<file path="src/rtl/ser_stat_pkg.sv">
package ser_stat_pkg;
  localparam int REG_W     = 8;
  localparam int STICKY_LO = 3;
  localparam int STICKY_HI = 7;
  localparam int N_STICKY  = STICKY_HI - STICKY_LO + 1;
  localparam int B_TXE     = 7;
  localparam int B_RXF     = 6;
  localparam int B_OVR     = 5;
  localparam int B_FRM     = 4;
  localparam int B_PAR     = 3;
  localparam int B_TEND    = 2;
  localparam int B_MPRX    = 1;
  localparam int B_MPTX    = 0;
  localparam logic [REG_W-1:0] RESET_VAL = 8'h84;
endpackage

</file>
<file path="src/rtl/sr_sticky_flag.sv">
module sr_sticky_flag #(
  parameter logic RST_VAL = 1'b0
) (
  input  logic clk,
  input  logic rst_n,
  input  logic init_i,
  input  logic rd_i,
  input  logic wr_i,
  input  logic wbit_i,
  input  logic set_i,
  input  logic hold_i,
  input  logic hw_clr_i,
  output logic flag_o,
  output logic clr_o
);
  logic flag_q, flag_n;
  logic arm_q, arm_n;
  logic sw_clr;

  always_comb begin
    sw_clr = wr_i & ~wbit_i & arm_q;
    flag_n = flag_q;
    if (sw_clr || hw_clr_i) flag_n = 1'b0;
    if (set_i || hold_i)    flag_n = 1'b1;
    if (init_i)             flag_n = RST_VAL;

    arm_n = arm_q;
    if (rd_i && flag_q) arm_n = 1'b1;
    if (init_i || !flag_n || (wr_i && !wbit_i)) arm_n = 1'b0;
  end

  always_ff @(posedge clk or negedge rst_n) begin
    if (!rst_n) begin
      flag_q <= RST_VAL;
      arm_q  <= 1'b0;
    end else begin
      flag_q <= flag_n;
      arm_q  <= arm_n;
    end
  end

  assign flag_o = flag_q;
  assign clr_o  = flag_q & ~flag_n;
endmodule

</file>
<file path="src/rtl/sr_aux_bits.sv">
module sr_aux_bits (
  input  logic clk,
  input  logic rst_n,
  input  logic init_i,
  input  logic tx_done_i,
  input  logic txe_clr_i,
  input  logic rx_load_i,
  input  logic rx_mpb_i,
  input  logic wr_i,
  input  logic wbit0_i,
  output logic tend_o,
  output logic mprx_o,
  output logic mptx_o
);
  logic tend_q, tend_n;
  logic mprx_q, mprx_n;
  logic mptx_q, mptx_n;

  always_comb begin
    tend_n = tend_q;
    if (txe_clr_i) tend_n = 1'b0;
    if (tx_done_i) tend_n = 1'b1;

    mprx_n = rx_load_i ? rx_mpb_i : mprx_q;
    mptx_n = wr_i ? wbit0_i : mptx_q;

    if (init_i) begin
      tend_n = 1'b1;
      mprx_n = 1'b0;
      mptx_n = 1'b0;
    end
  end

  always_ff @(posedge clk or negedge rst_n) begin
    if (!rst_n) begin
      tend_q <= 1'b1;
      mprx_q <= 1'b0;
      mptx_q <= 1'b0;
    end else begin
      tend_q <= tend_n;
      mprx_q <= mprx_n;
      mptx_q <= mptx_n;
    end
  end

  assign tend_o = tend_q;
  assign mprx_o = mprx_q;
  assign mptx_o = mptx_q;
endmodule

</file>
<file path="src/rtl/ser_stat_reg.sv">
module ser_stat_reg
  import ser_stat_pkg::*;
(
  input  logic             clk,
  input  logic             rst_n,
  input  logic             lowpwr_i,
  input  logic             bus_rd_i,
  input  logic             bus_wr_i,
  input  logic [REG_W-1:0] bus_wdata_i,
  output logic [REG_W-1:0] bus_rdata_o,
  input  logic             tx_en_i,
  input  logic             ev_tx_moved_i,
  input  logic             ev_tx_done_i,
  input  logic             dma_tx_wr_i,
  input  logic             ev_rx_loaded_i,
  input  logic             ev_rx_mpb_i,
  input  logic             ev_overrun_i,
  input  logic             ev_frame_err_i,
  input  logic             ev_parity_err_i,
  output logic [REG_W-1:0] flags_o,
  output logic             irq_txe_o,
  output logic             irq_rxf_o,
  output logic             irq_err_o
);
  logic [N_STICKY-1:0] set_v, hold_v, hwclr_v, flag_v, clr_v;
  logic                tend, mprx, mptx;
  logic                unused_wbits;

  assign unused_wbits = ^bus_wdata_i[B_TEND:B_MPRX];

  // set events per sticky bit, index 0 is bit STICKY_LO
  assign set_v  = {ev_tx_moved_i, ev_rx_loaded_i, ev_overrun_i,
                   ev_frame_err_i, ev_parity_err_i};
  assign hold_v = {~tx_en_i, {(N_STICKY-1){1'b0}}};
  assign hwclr_v = {dma_tx_wr_i, {(N_STICKY-1){1'b0}}};

  for (genvar i = 0; i < N_STICKY; i++) begin : g_sticky
    sr_sticky_flag #(.RST_VAL(RESET_VAL[STICKY_LO+i])) u_flag (
      .clk      (clk),
      .rst_n    (rst_n),
      .init_i   (lowpwr_i),
      .rd_i     (bus_rd_i),
      .wr_i     (bus_wr_i),
      .wbit_i   (bus_wdata_i[STICKY_LO+i]),
      .set_i    (set_v[i]),
      .hold_i   (hold_v[i]),
      .hw_clr_i (hwclr_v[i]),
      .flag_o   (flag_v[i]),
      .clr_o    (clr_v[i])
    );
  end

  sr_aux_bits u_aux (
    .clk       (clk),
    .rst_n     (rst_n),
    .init_i    (lowpwr_i),
    .tx_done_i (ev_tx_done_i),
    .txe_clr_i (clr_v[B_TXE-STICKY_LO]),
    .rx_load_i (ev_rx_loaded_i),
    .rx_mpb_i  (ev_rx_mpb_i),
    .wr_i      (bus_wr_i),
    .wbit0_i   (bus_wdata_i[B_MPTX]),
    .tend_o    (tend),
    .mprx_o    (mprx),
    .mptx_o    (mptx)
  );

  assign flags_o     = {flag_v, tend, mprx, mptx};
  assign bus_rdata_o = flags_o;
  assign irq_txe_o   = flags_o[B_TXE];
  assign irq_rxf_o   = flags_o[B_RXF];
  assign irq_err_o   = |flags_o[B_OVR:B_PAR];
endmodule

</file>
<file path="config.mk">
export PLATFORM = sky130hd
export DESIGN_NAME = ser_stat_reg
export DESIGN_NICKNAME = d
export VERILOG_FILES = /design/src/rtl/ser_stat_pkg.sv /design/src/rtl/sr_sticky_flag.sv /design/src/rtl/sr_aux_bits.sv /design/src/rtl/ser_stat_reg.sv
export SDC_FILE = /design/constraint.sdc
export NUM_CORES = 1
export LEC_CHECK = 0
export BUFFER_PORTS_ARGS = -buffer_cell sky130_fd_sc_hd__buf_2
export CELL_PAD_IN_SITES_DETAIL_PLACEMENT = 1
export CELL_PAD_IN_SITES_GLOBAL_PLACEMENT = 1
export CORE_AREA = 2 2 53 55
export CTS_BUF_LIST = sky130_fd_sc_hd__clkbuf_16
export DETAILED_ROUTE_END_ITERATION = 10
export DIE_AREA = 0 0 55 57
export HOLD_SLACK_MARGIN = 0.05
export PLACE_DENSITY = 0.72
export SYNTH_ARGS = -nofsm -noshare
export SYNTH_HDL_FRONTEND = slang
export SYNTH_SLANG_ARGS = --single-unit
export TNS_END_PERCENT = 5
</file>
<file path="constraint.sdc">
create_clock -name clk -period 1.42 [get_ports clk]
set_clock_uncertainty 0.2 [all_clocks]
set_input_delay 0.213 -clock clk [delete_from_list [all_inputs] [get_ports clk]]
set_output_delay 0.213 -clock clk [all_outputs]
set_load 0.02 [all_outputs]
</file>
# --- After elaboration in Yosys (flattened, before gate mapping) ---
# Index checks and enable logic that the tools add are counted.
# Widths: inputs -> output; s select.
classes:
  bitwise_logic: 18
  mux: 32
  n_reduce_logical: 41
ops:
  columns: ["op", "count"]
  rows:
  - ["$mux 1", 32]
  - ["$reduce_bool 2->1", 7]
  - ["$logic_or 1x1->1", 12]
  - ["$and 1x1->1", 11]
  - ["$logic_and 1x1->1", 10]
  - ["$logic_not 1->1", 10]
  - ["$not 1->1", 7]
  - ["$reduce_bool 3->1", 1]
  - ["$reduce_or 3->1", 1]
totals:
  output_inout_bits: 19
  reg_bits: 13
  word_cells: 104
  input_bits: 22

# --- Depth between registers and ports, before layout ---
# Gate-level depths: netlist of the first run.
logic_depth:
  depth_word: 12
  depth_mapped: 4
  depth_no_buf: 3

# --- Cells and area by module ---
# A second synthesis of the first run with hierarchy kept.
unflattened:
  hier_cells: 87
  area_unflattened_um2: 818.3
by_module_without_submodules:
  columns: ["mod", "area_per_inst_um2", "n_inst", "cells_each"]
  rows:
  - ["sr_sticky_flag (g_sticky[0].u_flag ...)", 118.9, 4, 12]
  - ["sr_aux_bits", 116.4, 1, 10]
  - ["sr_sticky_flag (g_sticky[4].u_flag)", 115.1, 1, 13]
  - ["ser_stat_reg", 111.4, 1, 16]

# --- Least setup slack after synthesis of the first run ---
# OpenSTA, ideal clock, no wires.
synth_path:
  path_type: "register to register"
  from: "reg g_sticky[4].u_flag.flag_q"
  to: "reg g_sticky[4].u_flag.arm_q"
  arrival_time_ns: 1.048
  path_slack_ns: 0.060
  synth_period_minus_slack_ns: 1.360
  stages_incl_launch_ff: 3
  setup_time_ns: 0.111
  t_required_ns: 1.109
  n_path_buf: 0
  path_cell_list: "dfstp_2 > a31oi_1 > a2111oi_2"
synth_via:
  elab_chain_len: 7
  elab_cells_between_ends: 9
  classes_between: "mux: 4; reduce/logical: 5"
synth_rtl:
  columns: ["item", "line_no", "text"]
  rows:
  - ["from (decl)", "sr_sticky_flag.sv:16", "logic flag_q, flag_n;"]
  - ["from (signal assigned)", "sr_sticky_flag.sv:37", "flag_q <= flag_n;"]
  - ["$mux 1", "sr_sticky_flag.sv:23", "if (sw_clr || hw_clr_i) flag_n = 1'b0;"]
  - ["$mux 1", "sr_sticky_flag.sv:24", "if (set_i || hold_i) flag_n = 1'b1;"]
  - ["$mux 1", "sr_sticky_flag.sv:25", "if (init_i) flag_n = RST_VAL;"]
  - ["$logic_not 1->1", "sr_sticky_flag.sv:29", "if (init_i || !flag_n || (wr_i && !wbit_i)) arm_n = 1'b0;"]
  - ["$logic_or 1x1->1 (2 in series)", "sr_sticky_flag.sv:29", null]
  - ["$mux 1 or $reduce_bool 2->1 (tied branches)", null, null]
  - ["to (signal assigned)", "sr_sticky_flag.sv:38", "arm_q <= arm_n;"]
  - ["to (decl)", "sr_sticky_flag.sv:17", "logic arm_q, arm_n;"]
# Parallel ways exist; a longest one is shown, timed or not.
# A chain may end at the register's enable or synchronous reset.

# --- Worst setup path after layout of the first run ---
layout_path:
  from: "reg g_sticky[1].u_flag.flag_q"
  to: "out irq_err_o"
layout_via:
  elab_chain_len: 1
layout_rtl:
  columns: ["item", "line_no", "text"]
  rows:
  - ["from (decl)", "sr_sticky_flag.sv:16", null]
  - ["from (signal assigned)", "sr_sticky_flag.sv:37", null]
  - ["$reduce_or 3->1", "ser_stat_reg.sv:72", "assign irq_err_o = |flags_o[B_OVR:B_PAR];"]
  - ["to (decl)", "ser_stat_reg.sv:23", "output logic irq_err_o"]
# No other way between the ends.

==> results of run 1 <==
## cell usage in the layout (no fill, tap or decap), types with 3 or more instances in the layout
cell / Yosys / layout
nor2_1: 7 / 7
buf_4: 16 / 4
a221oi_1: 3 / 3
clkbuf_16: 0 / 3
dfrtp_1: 11 / 11
inv_1: 8 / 9
nand3b_1: 4 / 4
a21oi_1: 6 / 6
dlygate4sd3_1: 0 / 8
buf_2: 1 / 37
nand2_1: 3 / 3
o21ai_0: 4 / 4
## report_power, final
group / total [mW] / switching [mW] / internal [mW]
logic: 0.201 / 0.111 / 0.0895
clock network: 0.518 / 0.147 / 0.371
registers: 0.405 / 0.0130 / 0.392
total: 1.12 / 0.272 / 0.852
## worst max-delay path, stage by stage, from the launching register on
cell and delay (ps):
dfrtp_1 370, or3_1 380, buf_6 140
## flip-flops by register name, indices dropped and copies added, names as in the netlist
name                    cells
u_aux.mprx_o                1
g_sticky.u_flag.flag_o      5
u_aux.mptx_o                1
g_sticky.u_flag.arm_q       5
u_aux.tend_o                1
## cell families after synthesis
family	after synthesis
buf+inv	26
simple gates	19
compound gates	17
flops	13
mux	2
## metrics by stage
stage	utilization (%)	hold WS (ps)
after floorplan	-	-283
after global placement	32.2	-87.1
after detailed placement	32.2	-80.2
after CTS	38.9	52.5
after global routing	38.9	67.1
final	38.9	55.0
## final cells by class
class | instances | area (µm²)
Tap cell | 31 | 38.8
Clock buffer | 3 | 75.1
Sequential cell | 13 | 328
Multi-Input combinational cell | 38 | 234
Inverter | 8 | 30.0
Timing Repair Buffer | 50 | 307
Fill cell | 316 | 1600
Clock inverter | 1 | 3.75
## path summary, 6_finish.rpt
| kind | from | end | slack [ps] | cells after the start |
|---|---|---|---|---|
| max in group asynchronous | rst_n | g_sticky[4].u_flag.flag_o | 530 | 2 |
| min in group asynchronous | rst_n | g_sticky[2].u_flag.arm_q | 210 | 2 |
| max reg2reg | g_sticky[4].u_flag.flag_o | g_sticky[4].u_flag.arm_q | 180 | 2 |
| min reg2reg | u_aux.tend_o | u_aux.tend_o | 290 | 2 |
| max | g_sticky[1].u_flag.flag_o | irq_err_o | -120 | 2 |
| min | bus_wdata_i[7] | g_sticky[4].u_flag.arm_q | 60 | 3 |
## routing by layer
metal	vias to the layer above	part of all wire, %
met5	-	0
li1	314	-
met3	2	4.3
met1	322	40
met4	0	0.64
met2	20	55
## repair_timing
action                     CTS  global route
buffers inserted             1             0
hold endpoints to repair    20             0
setup endpoints to repair    1             2
resized for setup            2             0
pin swaps                    1             2
hold buffers                 8             0
==> impl_metrics.toml, run 1 <==
[status]
status = "finished, violations left"
violations = "setup timing"

[cts]
clk_latency_ps = 240
cts_buffer_depth = 2
clkSlewWorstSetupHoldPaths_ps = 50
cts_max_level = 1
cts_sinks = 13
cts_tree = "done"
cts-root-buf = "clkbuf_16"
numCtsBuffers = 3

[global_route]
antenna_found_initial = 0
grt_pass1_vias = 707
grt_pass1_wl_um = 3170
overflow = 0
met2_usage_pct = 26.4
top_usage_layer = "met2"
grtUsageMet1_pct = 15.1
use_met3_pct = 2.36
grt_max_degree = 14
grt_usage_pct = 14.2

[logic_synthesis]
syn_inst = 77
ys_seq_area_share_pct = 45.5
synth_fp_nets = 99
synth_area_um2 = 721
synth_area_leaders = "dfrtp_1 38%, buf_4 17%, dfstp_2 7.3%, a21oi_1 4.2%, inv_1 4.2%"
synth_compound_area_share_pct = 15.5
synth_common_cells = "16 x buf_4, 11 x dfrtp_1, 8 x inv_1, 7 x nor2_1, 6 x a21oi_1"
synth_top_area_share_pct = 38.2
synth-edff-count = 0
syn-mean-instance-area_um2 = 9.36
ys_ff_latch = 13
yosysTopAreaCell = "dfrtp_1"
muxShareOfSynthArea_pct = 2.78
yosysUniqueCellTypes = 21
ys.flop_type = "dfrtp_1"
async_flop_share_pct = 100
synthXorXnorAreaFrac_pct = 0
synth_adder_area_share_pct = 0
yosys.area_share.simple_pct = 14.2
synth_most_common_cell = "buf_4"
synth_top_family_by_area = "buffers and inverters"
yosysWarnings = 0

[routing]
dr.pass1.iters = 2
initialDrtViolationCount = 3
vias_per_cell = 4.57
vias = 658
antenna_left = 0
routedWlPerCell_um = 13.0
wl_um = 1870
drc = 0

[sta]
fin_crit_sh_pct = 108
setup_viol = 1
tightest_slew_ps = 299
period_needed_ps = 1540
tns_ps = -119
slew_headroom_pct = 80.1
drv_slew = 0
finalWorstSetupSlack_ps = -119
rsz0062_at_grt = "true"
clock.fmax_mhz = 650
final-hold-violation-count = 0

[cells_and_area]
nNetsFinal = 136
instances_no_fill = 144
area_growth_pct = 41.0
fin_area_um2 = 1020
n_antenna_cell = 0
drive_above_1_share_pct = 43.4

[die]
ioPinCount = 41
die_y_um = 57
row_count = 19
start_util_pct = 27.6
die_w_um = 55
die_area_um2 = 3140
placeableCoreArea_um2 = 2620

[place]
post-place-ws_ps = 61.6
dp.cells = 131
portBuffers = 38
place.gp.congestion = 0.660
place_area_um2 = 843
dpl.hpwl_um = 1370

[critical_path]
required_ps = 1010
worstSetupStartpointType = "flop"
worstSetupEndpointType = "output pin"
critical_path_class = "flop to output pin"
arrival_ps = 1130
cp_max_fo = 2

[run]
cap_violations = 0

[power]
leakagePower_nw = 0.530
ir_drop_mv = 0.525
power_mw = 1.12
p_per_area_nw_per_um2 = 1110

[worst_hold_path]
hold_path_class = "input pin to flop"
Power figures use the tool's default switching activity.
==> inputs of run 2 (changes only) <==
==> constraint.sdc (replaced) <==
create_clock -name clk -period 1.42 [get_ports clk]
set_clock_uncertainty 0.2 [all_clocks]
set_input_delay 0.071 -clock clk [delete_from_list [all_inputs] [get_ports clk]]
set_output_delay 0.071 -clock clk [all_outputs]
set_load 0.02 [all_outputs]
==> run 2 against run 1 <==
  * The flow now finishes without violations
  * Register-to-register slack lost 110 ps
  * Sequential power up 1%
  * Worst setup slack gained 140 ps
  * Critical path depth did not move
  * Count of clock-buffer cells in the layout stayed put
  * Via count rose by 8.5%
  * Global-route usage rose by 3.0 points
  * Core utilization increased by 4.6 points
  * Maximum frequency up 9.7%
  * Combinational power increased by 11%
  * Flip-flop and latch count stayed put
  * Largest cell class is now non-clock buffers
==> impl_metrics.toml, run 2 (synthesis results as in run 1) <==
[die]
die_y_um = 57
row_count = 19
placeableCoreArea_um2 = 2620
ioPinCount = 41
start_util_pct = 27.6
die_w_um = 55
die_area_um2 = 3140

[cells_and_area]
n_antenna_cell = 0
area_growth_pct = 57.6
layout_common_cells = "38 x buf_2, 21 x dlygate4sd3_1, 11 x dfrtp_1, 9 x inv_1, 7 x nor2_1"
final_common_cell = "buf_2"
drive_above_1_share_pct = 39.5
nNetsFinal = 147

[critical_path]
worstSetupStartpointType = "flop"
critical_path_class = "flop to output pin"
reg2reg_slack_ps = 70
path_cells = "or3_1 -> buf_2"
critPathSlowestCell = "dfrtp_1"
arrival_ps = 1130
cp_max_fo = 2
timing.critical_path.max_delay_family = "flip-flops"
worstSetupEndpointType = "output pin"
required_ps = 1150
cp_num_buf_inv = 1
max_stage_delay_ps = 370

[cts]
cts_buffer_depth = 2
numCtsBuffers = 3
cts_tree = "done"
cts_max_level = 1
clkSlewWorstSetupHoldPaths_ps = 40
clk_latency_ps = 240
cts_sinks = 13
cts-root-buf = "clkbuf_16"

[place]
place.gp.congestion = 0.665
dpl.hpwl_um = 1350
portBuffers = 38

[sta]
tightest_slew_ps = 293
fin_crit_sh_pct = 98.8
drv_slew = 0
final-hold-violation-count = 0
rsz0062_at_grt = "true"
whs_ps = 78.5
clock.fmax_mhz = 713
slew_headroom_pct = 80.4
setup_viol = 0
period_needed_ps = 1400

[global_route]
grt_pass1_wl_um = 3670
grt_usage_pct = 17.2
antenna_found_initial = 0
grt_pass1_vias = 788
overflow = 0
grt_max_degree = 14

[power]
ir_drop_mv = 0.734
leakagePower_nw = 0.573
p_per_area_nw_per_um2 = 1010
power_mw = 1.15

[status]
status = "finished, final reports clean"

[worst_hold_path]
hold_path_class = "input pin to async pin"

[routing]
initialDrtViolationCount = 3
antenna_left = 0
routedWlPerCell_um = 15.0
wl_um = 2320
drc = 0
vias = 714
vias_per_cell = 4.61
dr.pass1.iters = 2

[run]
cap_violations = 0
==> run 2: cell types whose count changed in the layout (fill, tap and decap cells not counted) <==
cell,change
a31oi_1,-1
a211oi_2,+1
buf_2,+1
a31oi_2,+1
dlygate4sd3_1,+13
buf_6,-1
buf_4,-2
a211oi_1,-1
==> run 2: worst paths after layout <==
check | start | endpoint | cells past startpoint
worst max-delay path | g_sticky[1].u_flag.flag_o | irq_err_o | 2
min in group clk | bus_wr_i | g_sticky[0].u_flag.flag_o | 4
max in group asynchronous | rst_n | u_aux.tend_o | 2
worst min-delay path | rst_n | g_sticky[4].u_flag.arm_q | 2
worst max register to register | g_sticky[4].u_flag.flag_o | g_sticky[4].u_flag.arm_q | 2
worst min register to register | u_aux.tend_o | u_aux.tend_o | 2
==> run 2: per-layer routing <==
layer,up-vias,part of all wire [%],GRT usage [%]
li1,337,-,-
met1,351,36,16.8
met2,22,57,32.1
met3,4,3.2,0.785
met4,0,3.2,12.5
met5,-,0,0
==> run 2: layout make-up <==
| type | count | area [µm²] |
|---|---|---|
| fillers | 310 | 1480 |
| clock buffers | 3 | 75.1 |
| well taps | 31 | 38.8 |
| repair buffers | 61 | 415 |
| inverters | 8 | 30.0 |
| flip-flops and latches | 13 | 328 |
| multi-input cells | 38 | 245 |
| clock inverters | 1 | 3.75 |
==> run 2: metrics by stage <==
step                instances  cell area [µm²]  utilization, %  TNS (ps)  setup WS (ps)
global placement          128              821            31.4         0            125
floorplan                  77              721               -         0           60.3
global route              155             1140            43.4     -29.8          -29.8
finish                    155             1140            43.4         0           17.4
detailed placement        128              821            31.4         0           96.4
CTS                       155             1120            43.0         0           17.5
==> run 2: report_power, final <==
part / internal [mW] / switching (mW) / total (mW)
Clock: 0.370 / 0.143 / 0.513
Combinational: 0.106 / 0.118 / 0.224
Sequential: 0.393 / 0.0169 / 0.410
Total: 0.869 / 0.278 / 1.15
==> run 2: worst reg2reg max path, stage by stage (launching register included) <==
cell and delay [ps]:
dfstp_2 580, a31oi_2 130, a2111oi_2 340
==> run 2: repair_timing <==
item / in CTS / in global routing
hold buffers: 21 / 0
gates resized for setup: 0 / 2
endpoints found under the hold margin: 26 / 0
endpoints found under the setup margin: 1 / 2
buffers inserted: 2 / 0
==> inputs of run 3 (changes only) <==
==> constraint.sdc (replaced) <==
create_clock -name clk -period 1.42 [get_ports clk]
set_clock_uncertainty 0.2 [all_clocks]
set_input_delay 0.071 -clock clk [delete_from_list [all_inputs] [get_ports clk]]
set_output_delay 0.071 -clock clk [all_outputs]
set_load 0.01 [all_outputs]
==> run 3 against run 2 <==
  * Sequential power barely moved
  * Routed wire length fell by 9.1%
  * Critical path type unchanged
  * Global-route usage fell by 2.2 points
  * Sequential share of layout area rose by 0.58 points
  * Core utilization fell by 0.86 points
  * Count of clock-buffer cells in the layout did not move
  * First-iteration DRC count did not move
  * Highest routed layer unchanged
==> impl_metrics.toml, run 3 (synthesis results as in run 1) <==
[die]
placeableCoreArea_um2 = 2620
row_count = 19
ioPinCount = 41
die_area_um2 = 3140
die_w_um = 55
start_util_pct = 27.6
die_y_um = 57

[place]
post-place-ws_ps = 100
place.gp.congestion = 0.663
dpl.hpwl_um = 1290
portBuffers = 38
place_area_um2 = 821

[cts]
clkSlewWorstSetupHoldPaths_ps = 50
cts_buffer_depth = 2
cts_max_level = 1
cts_tree = "done"
cts-root-buf = "clkbuf_16"
cts_sinks = 13
clk_latency_ps = 240
numCtsBuffers = 3

[sta]
whs_ps = 50.9
tightest_slew_ps = 295
clock.fmax_mhz = 711
drv_slew = 0
rsz0062_at_grt = "true"
slew_headroom_pct = 80.4
final-hold-violation-count = 0
finalWorstSetupSlack_ps = 14.2
tns_ps = 0
fin_crit_sh_pct = 99.0
period_needed_ps = 1410
setup_viol = 0

[critical_path]
worstSetupStartpointType = "flop"
arrival_ps = 1130
worstSetupEndpointType = "output pin"
cp_max_fo = 5
critical_path_class = "flop to output pin"
required_ps = 1150
reg2reg_slack_ps = 160

[global_route]
grt_usage_pct = 15.0
grt_pass1_wl_um = 3280
grt_pass1_vias = 708
grt_max_degree = 14
overflow = 0
antenna_found_initial = 0

[cells_and_area]
fin_area_um2 = 1110
area_growth_pct = 54.5
nNetsFinal = 145
n_fill_cell = 322
n_antenna_cell = 0
drive_above_1_share_pct = 38.5
final_common_cell = "buf_2"
layout_common_cells = "38 x buf_2, 20 x dlygate4sd3_1, 11 x dfrtp_1, 9 x inv_1, 7 x nor2_1"

[run]
cap_violations = 0

[status]
status = "finished, final reports clean"

[power]
power_mw = 1.12
p_per_area_nw_per_um2 = 1010
leakagePower_nw = 0.563
ir_drop_mv = 0.568

[routing]
vias = 695
antenna_left = 0
routedWlPerCell_um = 13.8
wl_um = 2110
initialDrtViolationCount = 3
vias_per_cell = 4.54
dr.pass1.iters = 4
drc = 0

[worst_hold_path]
hold_path_class = "input pin to async pin"
## run 3: changes by cell type in the layout (fill, tap and decap cells not counted), sizes merged
cell	previous run	this run
buf	40	39
dlygate4sd3	21	20
## run 3: timing repair
item	in CTS	in global routing
setup endpoints to repair	1	2
gates resized for setup	0	1
pin swaps	0	1
hold endpoints to repair	26	0
buffers inserted	1	0
hold buffers	20	0
## run 3: final cells by class
class / count / area, µm² / area share (%)
tap: 31 / 38.8 / 3.48
inverter: 8 / 30.0 / 2.70
clock buffer: 3 / 75.1 / 6.74
timing repair buffer: 59 / 398 / 35.7
multi-input combinational: 38 / 240 / 21.6
sequential: 13 / 328 / 29.4
clock inverter: 1 / 3.75 / 0.337
## run 3: per-layer routing
metal,track usage (%),up-vias,routed length (µm)
li1,-,333,-
met1,15.9,336,813
met2,27.9,22,1180
met3,2.36,4,86
met4,6.27,0,30
met5,0,-,0
## run 3: report_power, final
part           internal, mW  switching [mW]
sequential            0.392          0.0166
combinational         0.101          0.0883
clock                 0.371           0.154
total                 0.865           0.259
## run 3: stage by stage
stage / utilization [%] / std cells
5_1_grt: 42.6 / 153
4_1_cts: 42.3 / 153
3_3_place_gp: 31.4 / 128
6_report: 42.6 / 153
3_5_place_dp: 31.4 / 128
2_1_floorplan: - / 77
## run 3: worst paths after layout
kind / cells after the start / startpoint / to
worst max-delay path: 2 / g_sticky[0].u_flag.flag_o / irq_err_o
worst min-delay path: 2 / rst_n / g_sticky[2].u_flag.arm_q
worst max register to register: 2 / g_sticky[4].u_flag.flag_o / g_sticky[4].u_flag.arm_q
worst min register to register: 2 / u_aux.tend_o / u_aux.tend_o
max in group asynchronous: 2 / rst_n / u_aux.tend_o
min in group clk: 2 / bus_wr_i / g_sticky[3].u_flag.arm_q
## run 3: critical path, cell delays in order, from the launching register on
cell and delay [ps]:
dfrtp_1 410, or3_1 350, buf_2 140
